<file path="config.mk">
export PLATFORM = sky130hd
export DESIGN_NAME = expwd_top
export DESIGN_NICKNAME = d
export VERILOG_FILES = /design/src/rtl/expwd_pkg.sv /design/src/rtl/expwd_tick.sv /design/src/rtl/expwd_core.sv /design/src/rtl/expwd_top.sv
export SDC_FILE = /design/constraint.sdc
export NUM_CORES = 1
export LEC_CHECK = 0
export BUFFER_PORTS_ARGS = -buffer_cell sky130_fd_sc_hd__buf_4
export CAP_MARGIN = 15
export CORE_ASPECT_RATIO = 0.5
export CORE_MARGIN = 5
export CORE_UTILIZATION = 55
export DETAILED_ROUTE_END_ITERATION = 10
export GPL_ROUTABILITY_DRIVEN = 0
export PLACE_DENSITY = 0.83
export SLEW_MARGIN = 20
export SYNTH_ARGS = -nofsm -noshare
export SYNTH_HDL_FRONTEND = slang
export SYNTH_SLANG_ARGS = --single-unit
</file>
<file path="constraint.sdc">
create_clock -name clk -period 3 [get_ports clk]
set_input_delay 0 -clock clk [delete_from_list [all_inputs] [get_ports clk]]
set_output_delay 0 -clock clk [all_outputs]
set_load 0.05 [all_outputs]
</file>
<file path="src/rtl/expwd_pkg.sv">
package expwd_pkg;
    localparam int unsigned DATA_W   = 32;
    localparam int unsigned ADDR_W   = 5;
    localparam int unsigned PER_W    = 8;
    localparam int unsigned SEL_W    = 4;
    localparam int unsigned TALLY_W  = 2;
    localparam int unsigned RLD_W    = 30;

    localparam logic [ADDR_W-1:0] ADDR_CFG = 5'h00;
    localparam logic [ADDR_W-1:0] ADDR_STS = 5'h04;
    localparam logic [ADDR_W-1:0] ADDR_CMD = 5'h08;
    localparam logic [ADDR_W-1:0] ADDR_KEY = 5'h0C;
    localparam logic [ADDR_W-1:0] ADDR_TMR = 5'h10;

    localparam logic [DATA_W-1:0] KEY_WORD = 32'h0000_C45A;

    typedef struct packed {
        logic             rst_en;
        logic             irq_en;
        logic [PER_W-1:0] period;
        logic [SEL_W-1:0] sel;
    } cfg_t;
endpackage

</file>
<file path="src/rtl/expwd_tick.sv">
module expwd_tick
    import expwd_pkg::*;
#(
    parameter int unsigned RELOAD_W = RLD_W
) (
    input  logic              clk,
    input  logic              rst_n,
    input  logic              us_i,
    input  logic              wr_i,
    input  logic [DATA_W-1:0] wdata_i,
    output logic              tick_o,
    output logic [DATA_W-1:0] ctrl_o
);
    localparam int unsigned EN_BIT  = 31;
    localparam int unsigned PER_BIT = 30;

    typedef struct packed {
        logic                en;
        logic                periodic;
        logic [RELOAD_W-1:0] reload;
        logic [RELOAD_W-1:0] cnt;
        logic                tick;
    } tmr_t;

    tmr_t tmr_d, tmr_q;

    always_comb begin
        tmr_d      = tmr_q;
        tmr_d.tick = 1'b0;
        if (wr_i) begin
            tmr_d.en       = wdata_i[EN_BIT];
            tmr_d.periodic = wdata_i[PER_BIT];
            tmr_d.reload   = wdata_i[RELOAD_W-1:0];
            tmr_d.cnt      = wdata_i[RELOAD_W-1:0];
        end else if (us_i && tmr_q.en && (tmr_q.reload != '0)) begin
            if (tmr_q.cnt <= RELOAD_W'(1)) begin
                tmr_d.tick = 1'b1;
                tmr_d.cnt  = tmr_q.reload;
                if (!tmr_q.periodic) begin
                    tmr_d.en = 1'b0;
                end
            end else begin
                tmr_d.cnt = tmr_q.cnt - RELOAD_W'(1);
            end
        end
    end

    always_ff @(posedge clk) begin
        if (!rst_n) begin
            tmr_q <= '0;
        end else begin
            tmr_q <= tmr_d;
        end
    end

    assign tick_o = tmr_q.tick;
    always_comb begin
        ctrl_o          = DATA_W'(tmr_q.reload);
        ctrl_o[EN_BIT]  = tmr_q.en;
        ctrl_o[PER_BIT] = tmr_q.periodic;
    end

    // a disabled timer never produces a tick on the following cycle
    a_r1_idle_no_tick: assert property (@(posedge clk) disable iff (!rst_n)
        !tmr_q.en |=> !tmr_q.tick);
endmodule

</file>
<file path="src/rtl/expwd_core.sv">
module expwd_core
    import expwd_pkg::*;
(
    input  logic              clk,
    input  logic              rst_n,
    input  logic              tick_i,
    input  logic              cfg_wr_i,
    input  logic              cmd_wr_i,
    input  logic              key_wr_i,
    input  logic [DATA_W-1:0] wdata_i,
    output logic [DATA_W-1:0] cfg_rd_o,
    output logic [DATA_W-1:0] sts_rd_o,
    output logic              irq_o,
    output logic              rst_req_o
);
    localparam int unsigned PER_LSB   = 4;
    localparam int unsigned IRQ_BIT   = 12;
    localparam int unsigned RST_BIT   = 15;
    localparam int unsigned TALLY_LSB = 12;
    localparam logic [TALLY_W-1:0] LAST_STRIKE = '1;

    typedef struct packed {
        cfg_t               cfg;
        logic               run;
        logic               armed;
        logic [PER_W-1:0]   count;
        logic [TALLY_W-1:0] tally;
        logic               irq;
        logic               rst_req;
    } core_t;

    core_t core_d, core_q;

    always_comb begin
        core_d     = core_q;
        core_d.irq = 1'b0;
        if (key_wr_i) begin
            core_d.armed = (wdata_i == KEY_WORD);
        end
        if (cmd_wr_i) begin
            core_d.armed = 1'b0;
            if (wdata_i[1] && core_q.armed) begin
                core_d.run = 1'b0;
            end else if (wdata_i[0]) begin
                core_d.run   = 1'b1;
                core_d.count = core_q.cfg.period;
                core_d.tally = '0;
            end
        end else if (tick_i && core_q.run) begin
            if (core_q.count <= PER_W'(1)) begin
                core_d.count = core_q.cfg.period;
                core_d.tally = core_q.tally + TALLY_W'(1);
                core_d.irq   = core_q.cfg.irq_en;
                if ((core_q.tally == LAST_STRIKE) && core_q.cfg.rst_en) begin
                    core_d.rst_req = 1'b1;
                end
            end else begin
                core_d.count = core_q.count - PER_W'(1);
            end
        end
        if (cfg_wr_i) begin
            core_d.cfg.sel    = wdata_i[SEL_W-1:0];
            core_d.cfg.period = wdata_i[PER_LSB +: PER_W];
            core_d.cfg.irq_en = wdata_i[IRQ_BIT];
            core_d.cfg.rst_en = wdata_i[RST_BIT];
        end
    end

    always_ff @(posedge clk) begin
        if (!rst_n) begin
            core_q <= '0;
        end else begin
            core_q <= core_d;
        end
    end

    always_comb begin
        cfg_rd_o                       = '0;
        cfg_rd_o[SEL_W-1:0]            = core_q.cfg.sel;
        cfg_rd_o[PER_LSB +: PER_W]     = core_q.cfg.period;
        cfg_rd_o[IRQ_BIT]              = core_q.cfg.irq_en;
        cfg_rd_o[RST_BIT]              = core_q.cfg.rst_en;
        sts_rd_o                       = '0;
        sts_rd_o[PER_LSB +: PER_W]     = core_q.count;
        sts_rd_o[TALLY_LSB +: TALLY_W] = core_q.tally;
    end

    assign irq_o     = core_q.irq;
    assign rst_req_o = core_q.rst_req;

    // countdown and tally hold without tick or command
    a_r4_hold_idle: assert property (@(posedge clk) disable iff (!rst_n)
        (!tick_i && !cmd_wr_i) |=> ($stable(core_q.count) && $stable(core_q.tally)));
    // the countdown only stops after an armed key
    a_r8_stop_needs_key: assert property (@(posedge clk) disable iff (!rst_n)
        $fell(core_q.run) |-> $past(core_q.armed));
    // reset request is sticky
    a_r5_rst_sticky: assert property (@(posedge clk) disable iff (!rst_n)
        core_q.rst_req |=> core_q.rst_req);
    // reset request only rises on a tick with reset enabled
    a_r5_rst_cause: assert property (@(posedge clk) disable iff (!rst_n)
        $rose(core_q.rst_req) |-> ($past(tick_i) && $past(core_q.cfg.rst_en)));
    // interrupt pulse follows a tick with interrupts enabled
    a_r6_irq_cause: assert property (@(posedge clk) disable iff (!rst_n)
        core_q.irq |-> ($past(tick_i) && $past(core_q.cfg.irq_en)));
    // start loads period and clears tally
    a_r3_start_load: assert property (@(posedge clk) disable iff (!rst_n)
        (cmd_wr_i && wdata_i[0] && !wdata_i[1]) |=>
            ((core_q.count == $past(core_q.cfg.period)) && (core_q.tally == '0)));
endmodule

</file>
<file path="src/rtl/expwd_top.sv">
module expwd_top
    import expwd_pkg::*;
(
    input  logic              clk,
    input  logic              rst_n,
    input  logic              us_strobe_i,
    input  logic              wr_en_i,
    input  logic [ADDR_W-1:0] addr_i,
    input  logic [DATA_W-1:0] wdata_i,
    output logic [DATA_W-1:0] rdata_o,
    output logic              irq_o,
    output logic              sys_rst_req_o
);
    logic              tick;
    logic [DATA_W-1:0] tmr_rd, cfg_rd, sts_rd;
    logic              wr_tmr, wr_cfg, wr_cmd, wr_key;

    assign wr_tmr = wr_en_i && (addr_i == ADDR_TMR);
    assign wr_cfg = wr_en_i && (addr_i == ADDR_CFG);
    assign wr_cmd = wr_en_i && (addr_i == ADDR_CMD);
    assign wr_key = wr_en_i && (addr_i == ADDR_KEY);

    expwd_tick #(.RELOAD_W(RLD_W)) i_tick (
        .clk     (clk),
        .rst_n   (rst_n),
        .us_i    (us_strobe_i),
        .wr_i    (wr_tmr),
        .wdata_i (wdata_i),
        .tick_o  (tick),
        .ctrl_o  (tmr_rd)
    );

    expwd_core i_core (
        .clk       (clk),
        .rst_n     (rst_n),
        .tick_i    (tick),
        .cfg_wr_i  (wr_cfg),
        .cmd_wr_i  (wr_cmd),
        .key_wr_i  (wr_key),
        .wdata_i   (wdata_i),
        .cfg_rd_o  (cfg_rd),
        .sts_rd_o  (sts_rd),
        .irq_o     (irq_o),
        .rst_req_o (sys_rst_req_o)
    );

    always_comb begin
        unique case (addr_i)
            ADDR_CFG: rdata_o = cfg_rd;
            ADDR_STS: rdata_o = sts_rd;
            ADDR_TMR: rdata_o = tmr_rd;
            default:  rdata_o = '0;
        endcase
    end
endmodule

</file>
==> results of run 1 <==
kinds of logic (layout without fill, tap and decap cells):
family	after synthesis	count (layout)
AOI/OAI and AO/OA	190	190
xor gates and xnor gates	17	17
adders and majority gates	5	5
buffers and inverters	48	140
DFF	91	91
muxes	18	18
and+or+nand+nor	295	295
synth_stat cells (9+ instances only):
cell type	n	share of area [%]
and3_1	19	2.4
o211ai_1	12	1.8
or4_1	9	1.3
o21ai_0	40	4.0
nor3_1	17	1.7
a21oi_1	78	7.7
a211oi_1	10	1.5
nor4_1	20	2.5
nand4_1	13	1.6
clkbuf_1	32	2.4
xnor2_1	11	1.9
a31oi_1	12	1.5
dfxtp_1	91	36
nand3_1	10	0.99
nor2_1	45	3.3
mux2i_1	16	3.2
nand2_1	128	9.5
per-stage QoR:
stage	utilization [%]	cell area (µm²)	worst slack (ns)
finish	71.8	6340	0.393
global placement	64.2	5670	0.658
detailed placement	64.2	5670	0.472
floorplan	-	5050	0.849
CTS	71.8	6340	0.446
global route	71.8	6340	0.186
worst reg2reg max path: stages (launching register included):
cell and delay [ns]:
dfxtp_1 0.37, inv_1 0.08, ha_1 0.28, o21ba_2 0.20, nor3b_1 0.42, nand4_1 0.58, nand3b_1 0.27, o211ai_1 0.12
a31oi_1 0.21
timing repair:
item / in CTS / in global routing
hold buffers: 31 / 0
setup buffers: 0 / 0
endpoints found under the hold margin: 70 / 0
layout by cell type (no fill, tap or decap), types with 5 or more instances in the layout:
master	Yosys	final
nand2_1	128	128
dfxtp_1	91	91
buf_4	0	88
a21oi_1	78	78
nor2_1	45	45
o21ai_0	40	40
dlygate4sd3_1	0	31
nor4_1	20	20
and3_1	19	19
nor3_1	17	17
mux2i_1	16	16
nand4_1	13	13
a31oi_1	12	12
o211ai_1	12	12
xnor2_1	11	11
nand3_1	10	10
a211oi_1	10	10
or4_1	9	9
clkbuf_16	0	9
or3_1	8	8
a221o_1	8	8
xor2_1	6	6
nor4b_1	5	5
ha_1	5	5
cell type report:
cell class                      instances  area [µm²]
Clock buffer                           11         253
Clock inverter                          5         108
Fill cell                             726        2490
Inverter                                5        18.8
Multi-Input combinational cell        525        3020
Sequential cell                        91        1820
Tap cell                              117         146
Timing Repair Buffer                  119         971
power groups by stage:
stage	Clock, mW	Sequential [mW]	Combinational [mW]
2_1_floorplan	0	1.25	0.212
3_3_place_gp	0	1.25	0.322
3_5_place_dp	0	1.26	0.328
4_1_cts	1.36	1.23	0.363
5_1_grt	1.40	1.23	0.401
6_report	1.35	1.23	0.372
worst min path at each step:
stage | end | cells past startpoint
finish | i_core.core_q[12] | 4
global route | i_tick.ctrl_o[31] | 3
CTS | i_tick.ctrl_o[31] | 3
detailed placement | i_tick.tmr_q[28] | 3
global placement | i_tick.tmr_q[28] | 3
floorplan | i_core.core_q[13] | 1
state kept, by name, summed over array words and instances (netlist names):
register / flops
i_tick.tick_o: 1
i_tick.ctrl_o: 32
i_core.rst_req_o: 1
i_core.core_q: 2
i_core.sts_rd_o: 10
i_core.irq_o: 1
i_tick.tmr_q: 30
i_core.cfg_rd_o: 14
per-layer routing:
metal	share of wire, %	track usage, %
met1	42	37.2
met2	44	44.3
met3	12	8.61
met4	2.2	10.3
met5	0	0
==> out/qor.yml, run 1 <==
status: "finished clean"
clk_latency_ns: 0.35
synth_ff_type: "dfxtp_1"
timing.final.crit_period_ns: 2.61
synthAdderAreaFrac_pct: 1.24
wl_per_cell_um: 18.8
tritoncts: "built"
critical_path_arrival_ns: 2.88
cts_resized: 0
hold_path_class: "in2reg"
root_buffer: "clkbuf_16"
hold_slack_ns: 0.0314
worst_pin_slew_ns: 0.854
drt_first_pass_iters: 6
nNetsFinal: 797
critical-path-max-stage-delay_ns: 0.58
netSwitchingFraction_pct: 24.3
power_mw: 2.95
critPathRequiredTime_ns: 3.28
syn_avg_cell_area_um2: 7.60
cp-startpoint: "i_tick.tmr_q[1]"
r2r_start: "i_tick.tmr_q[1]"
start_util_pct: 57.2
yosys.area_share.simple_pct: 29.0
start_kind: "register"
crit_cells: 8
rsz0062_at_grt: "no"
switching_power_mw: 0.716
skew_ns: 0.00710
drc: 0
clk_path_buf_depth: 2
power_density_nw_per_um2: 465
synth_compound_area_share_pct: 23.0
yosys.cell_types.count: 58
grt_pass1_vias: 5234
wl_mm: 16.4
yosys_warnings: 0
timing.fmax_mhz: 384
core.rowCount: 24
vdd.ir_drop.worst_uv: 296
postRouteAntennaNets: 0
first_iter_violations: 539
p_comb_share_pct: 12.6
worstPathCellList: "inv_1 -> ha_1 -> o21ba_2 -> nor3b_1 -> nand4_1 -> nand3b_1 -> o211ai_1 -> a31oi_1"
cts_made_buffers: 9
port_buffers: 74
synth-xor-area-share_pct: 2.95
grt_pass1_wl_mm: 26.4
netlist_area_um2: 5050
p_leak_nw: 2.53
path_clk_slew_ns: 0.06
crit_path_max_fanout: 12
path_class: "reg2reg"
core_um2: 8830
worstSetupEndpoint: "i_tick.tmr_q[11]"
synth_edf_count: 0
antenna_found_initial: 0
ys_ff_latch: 91
place_hpwl_mm: 11.0
reg2regPathDepth: 8
finalSetupViolCount: 0
die_area_um2: 11300
grt_max_degree: 43
cp-end-kind: "register"
r2r_slack_ns: 0.39
hold_viol_final: 0
viasPerCell: 6.41
synth_fp_nets: 710
r2r-end: "i_tick.tmr_q[11]"
netlist_instances: 664
post-route-period-util_pct: 86.9
dp.cells: 826
drive_gt1_share_pct: 15.9
synth_top_family_by_area: "simple AND/OR/NAND/NOR gates"
path_buf_inv: 1
diodes: 0
min_from: "addr_i[0]"
vias: 5595
cp_slowest_cell: "nand4_1"
ys_seq_area_share_pct: 36.1
maxCapViolations: 0
clkPwrFrac_pct: 45.7
slew_headroom_pct: 42.8
gr-total-overflow: 0
clock_sink_count: 91
instances_no_fill: 873
ios: 75
power_frac_seq_pct: 41.7
synthMuxAreaShare_pct: 3.62
die_w_um: 145
htree_levels: 3
die_y_um: 77.7
area_delta_synth_final_pct: 25.6
finalSetupTns_ns: 0
slew_viol_final: 0
crit_family: "simple AND/OR/NAND/NOR gates"
async_reset_ff_share_pct: 0
track_usage_pct: 28.3
power.internal_mw: 2.23
No activity file was read; power rests on OpenSTA's default activity.
==> run 2, diff against run 1 <==
--- a/config.mk
+++ b/config.mk
@@ -10,10 +10,12 @@
 export CORE_ASPECT_RATIO = 0.5
 export CORE_MARGIN = 5
 export CORE_UTILIZATION = 55
+export CTS_BUF_LIST = sky130_fd_sc_hd__clkbuf_4 sky130_fd_sc_hd__clkbuf_8
 export DETAILED_ROUTE_END_ITERATION = 10
 export GPL_ROUTABILITY_DRIVEN = 0
-export PLACE_DENSITY = 0.83
+export PLACE_DENSITY = 0.82
 export SLEW_MARGIN = 20
 export SYNTH_ARGS = -nofsm -noshare
 export SYNTH_HDL_FRONTEND = slang
+export SYNTH_HIERARCHICAL = 1
 export SYNTH_SLANG_ARGS = --single-unit
==> constraint.sdc (replaced) <==
create_clock -name clk -period 3.1 [get_ports clk]
set_input_delay 0 -clock clk [delete_from_list [all_inputs] [get_ports clk]]
set_output_delay 0 -clock clk [all_outputs]
set_load 0.05 [all_outputs]
==> out/qor.yml, run 2 <==
viasPerCell: 6.28  # was 6.41
diodes: 0  # unchanged
p_leak_nw: 2.72  # was 2.53 nW
core.rowCount: 28  # was 24
yosys_warnings: 6  # was 0
power_density_nw_per_um2: 379  # was 465 nW/µm²
drive_gt1_share_pct: 18.6  # was 15.9%
post-route-period-util_pct: 81.6  # was 86.9%
grt_pass1_vias: 5681  # was 5234
die_w_um: 164  # was 145 µm
drt_first_pass_iters: 6  # unchanged
multi_input_area_um2: 3800  # was 3020 µm²
clk_path_buf_depth: 2  # unchanged
start_util_pct: 55.6  # was 57.2%
timing.fmax_mhz: 395  # was 384 MHz
path_class: "reg2reg"  # unchanged
cts_made_buffers: 9  # unchanged
ys_ff_latch: 91  # unchanged
netlist_instances: 796  # was 664
wl_mm: 19.2  # was 16.4 mm
worst_pin_slew_ns: 0.958  # was 0.854 ns
core_um2: 11700  # was 8830 µm²
area_delta_synth_final_pct: 8.93  # was 25.6%
timing.final.crit_period_ns: 2.53  # was 2.61 ns
wl_per_cell_um: 19.5  # was 18.8 µm
htree_levels: 3  # unchanged
port_buffers: 74  # unchanged
die_area_um2: 14200  # was 11300 µm²
ios: 75  # unchanged
postRouteAntennaNets: 0  # unchanged
nNetsFinal: 860  # was 797
track_usage_pct: 26.8  # was 28.3%
yosysTopAreaCell: "dfxtp_1"  # unchanged
cp-end-kind: "register"  # unchanged
skew_ns: 0.00747  # was 0.00710 ns
synth_edf_count: 0  # unchanged
grt_max_degree: 53  # was 43
grt_pass1_wl_mm: 30.3  # was 26.4 mm
clk_latency_ns: 0.37  # was 0.35 ns
largest_reg_flops: 32  # unchanged
path_clk_slew_ns: 0.09  # was 0.06 ns
hold_path_class: "in2reg"  # unchanged
root_buffer: "clkbuf_8"  # was clkbuf_16
critical_path_arrival_ns: 2.80  # was 2.88 ns
async_reset_ff_share_pct: 0  # unchanged
gr-total-overflow: 0  # unchanged
synth_ff_type: "dfxtp_1"  # unchanged
final_common_cell: "dfxtp_1"  # was nand2_1
crit_path_max_fanout: 6  # was 12
slew_headroom_pct: 36.1  # was 42.8%
layout_setup_ws_ns: 0.570  # was 0.393 ns
num-fill-cells: 971  # was 726
syn_avg_cell_area_um2: 8.17  # was 7.60 µm²
ys_seq_area_share_pct: 28.0  # was 36.1%
die_y_um: 86.9  # was 77.7 µm
slew_viol_final: 0  # unchanged
finalSetupViolCount: 0  # unchanged
vdd.ir_drop.worst_uv: 293  # was 296 µV
synth_top_area_share_pct: 28.0  # was 36.1%
yosys.cell_types.count: 71  # was 58
first_iter_violations: 884  # was 539
status: "finished clean"  # unchanged
hold_slack_ns: 0.0390  # was 0.0314 ns
tritoncts: "built"  # unchanged
start_kind: "register"  # unchanged
critPathRequiredTime_ns: 3.37  # was 3.28 ns
vias: 6177  # was 5595
hold_viol_final: 0  # unchanged
seq_area_um2: 1820  # unchanged
finalSetupTns_ns: 0  # unchanged
cts_resized: 0  # unchanged
clock_sink_count: 91  # unchanged
netlist_top_cells_area: "dfxtp_1, buf_4, mux2i_1, o22ai_2, nand2_1"  # was dfxtp_1, nand2_1, a21oi_1, o21ai_0, nor2_1
mostFrequentLayoutCells: "dfxtp_1, nand2_1, buf_4, mux2i_1, nor2_1"  # was nand2_1, dfxtp_1, buf_4, a21oi_1, nor2_1
synthTopCellsByCount: "buf_4, dfxtp_1, nand2_1, mux2i_1, nor2_1"  # was nand2_1, dfxtp_1, a21oi_1, nor2_1, o21ai_0
rsz0062_at_grt: "no"  # unchanged
antenna_found_initial: 0  # unchanged
maxCapViolations: 0  # unchanged
drc: 0  # unchanged
synth.most_common_cell: "buf_4"  # was nand2_1
netlist_area_um2: 6500  # was 5050 µm²
place_hpwl_mm: 13.0  # was 11.0 mm
place_ws_ns: 0.650  # was 0.472 ns
## run 2: critical path: stages, from the launching register on
cell and delay (ns):
dfxtp_1 0.36, inv_1 0.11, ha_1 0.26, nor4b_2 0.36
nand4_1 0.29, or2_2 0.42, nor3_1 0.28, xor2_1 0.13
o211a_1 0.22
## run 2: path summary, 6_finish.rpt
| check | startpoint | cells after the start | end | slack, ns |
|---|---|---|---|---|
| worst max register to register | i_tick/tmr_q[1] | 8 | i_tick/tmr_q[27] | 0.57 |
| worst max-delay path | i_tick/tmr_q[1] | 8 | i_tick/tmr_q[27] | 0.57 |
| worst min register to register | i_core/sts_rd_o[13] | 2 | i_core/sts_rd_o[13] | 0.49 |
| worst min-delay path | addr_i[3] | 4 | i_core/cfg_rd_o[15] | 0.04 |
## run 2: layout make-up
type / count / share of cell area (%)
Inverter: 11 / 0.583
Timing Repair Buffer: 117 / 13.5
Multi-Input combinational cell: 584 / 53.7
Tap cell: 165 / 2.92
Sequential cell: 91 / 25.7
Clock inverter: 6 / 1.57
Clock buffer: 10 / 1.94
## run 2: timing repair
item                                   CTS  global route
hold buffers                            32             0
buffers inserted                         0             0
endpoints found under the hold margin   68             0
## run 2: cell families (layout without fill, tap and decap cells)
kind of cell               count (synthesis)  in the layout  synth area share [%]
xor gates and xnor gates                  15             15                  2.02
AOI/OAI and AO/OA                        200            200                  22.8
and+or+nand+nor                          257            257                  19.9
other                                      1             40                0.0577
muxes                                     67             67                  10.3
buffers and inverters                    160            144                  15.9
DFF                                       91             91                  28.0
adders and majority gates                  5              5                 0.962
## run 2: report_power, final
group          internal (mW)  leakage (nW)  switching (mW)
logic                  0.192          1.86           0.288
clock network          0.559         0.123           0.454
registers               1.18         0.734          0.0134
## run 2: per-layer routing
metal  part of all wire [%]  wire length, µm  GRT usage (%)
met4                    3.0              581           8.22
met3                     12             2240           7.57
met2                     43             8340           41.6
met1                     42             8050           36.4
met5                      0                0              0
## run 2: through the flow
stage	util, %	cell area (µm²)	std cells	power [mW]
CTS	60.5	7080	984	2.66
global route	60.5	7080	984	2.77
finish	60.5	7080	984	2.68
detailed placement	55.7	6510	936	1.64
global placement	55.7	6510	936	1.64
floorplan	-	6650	835	1.56
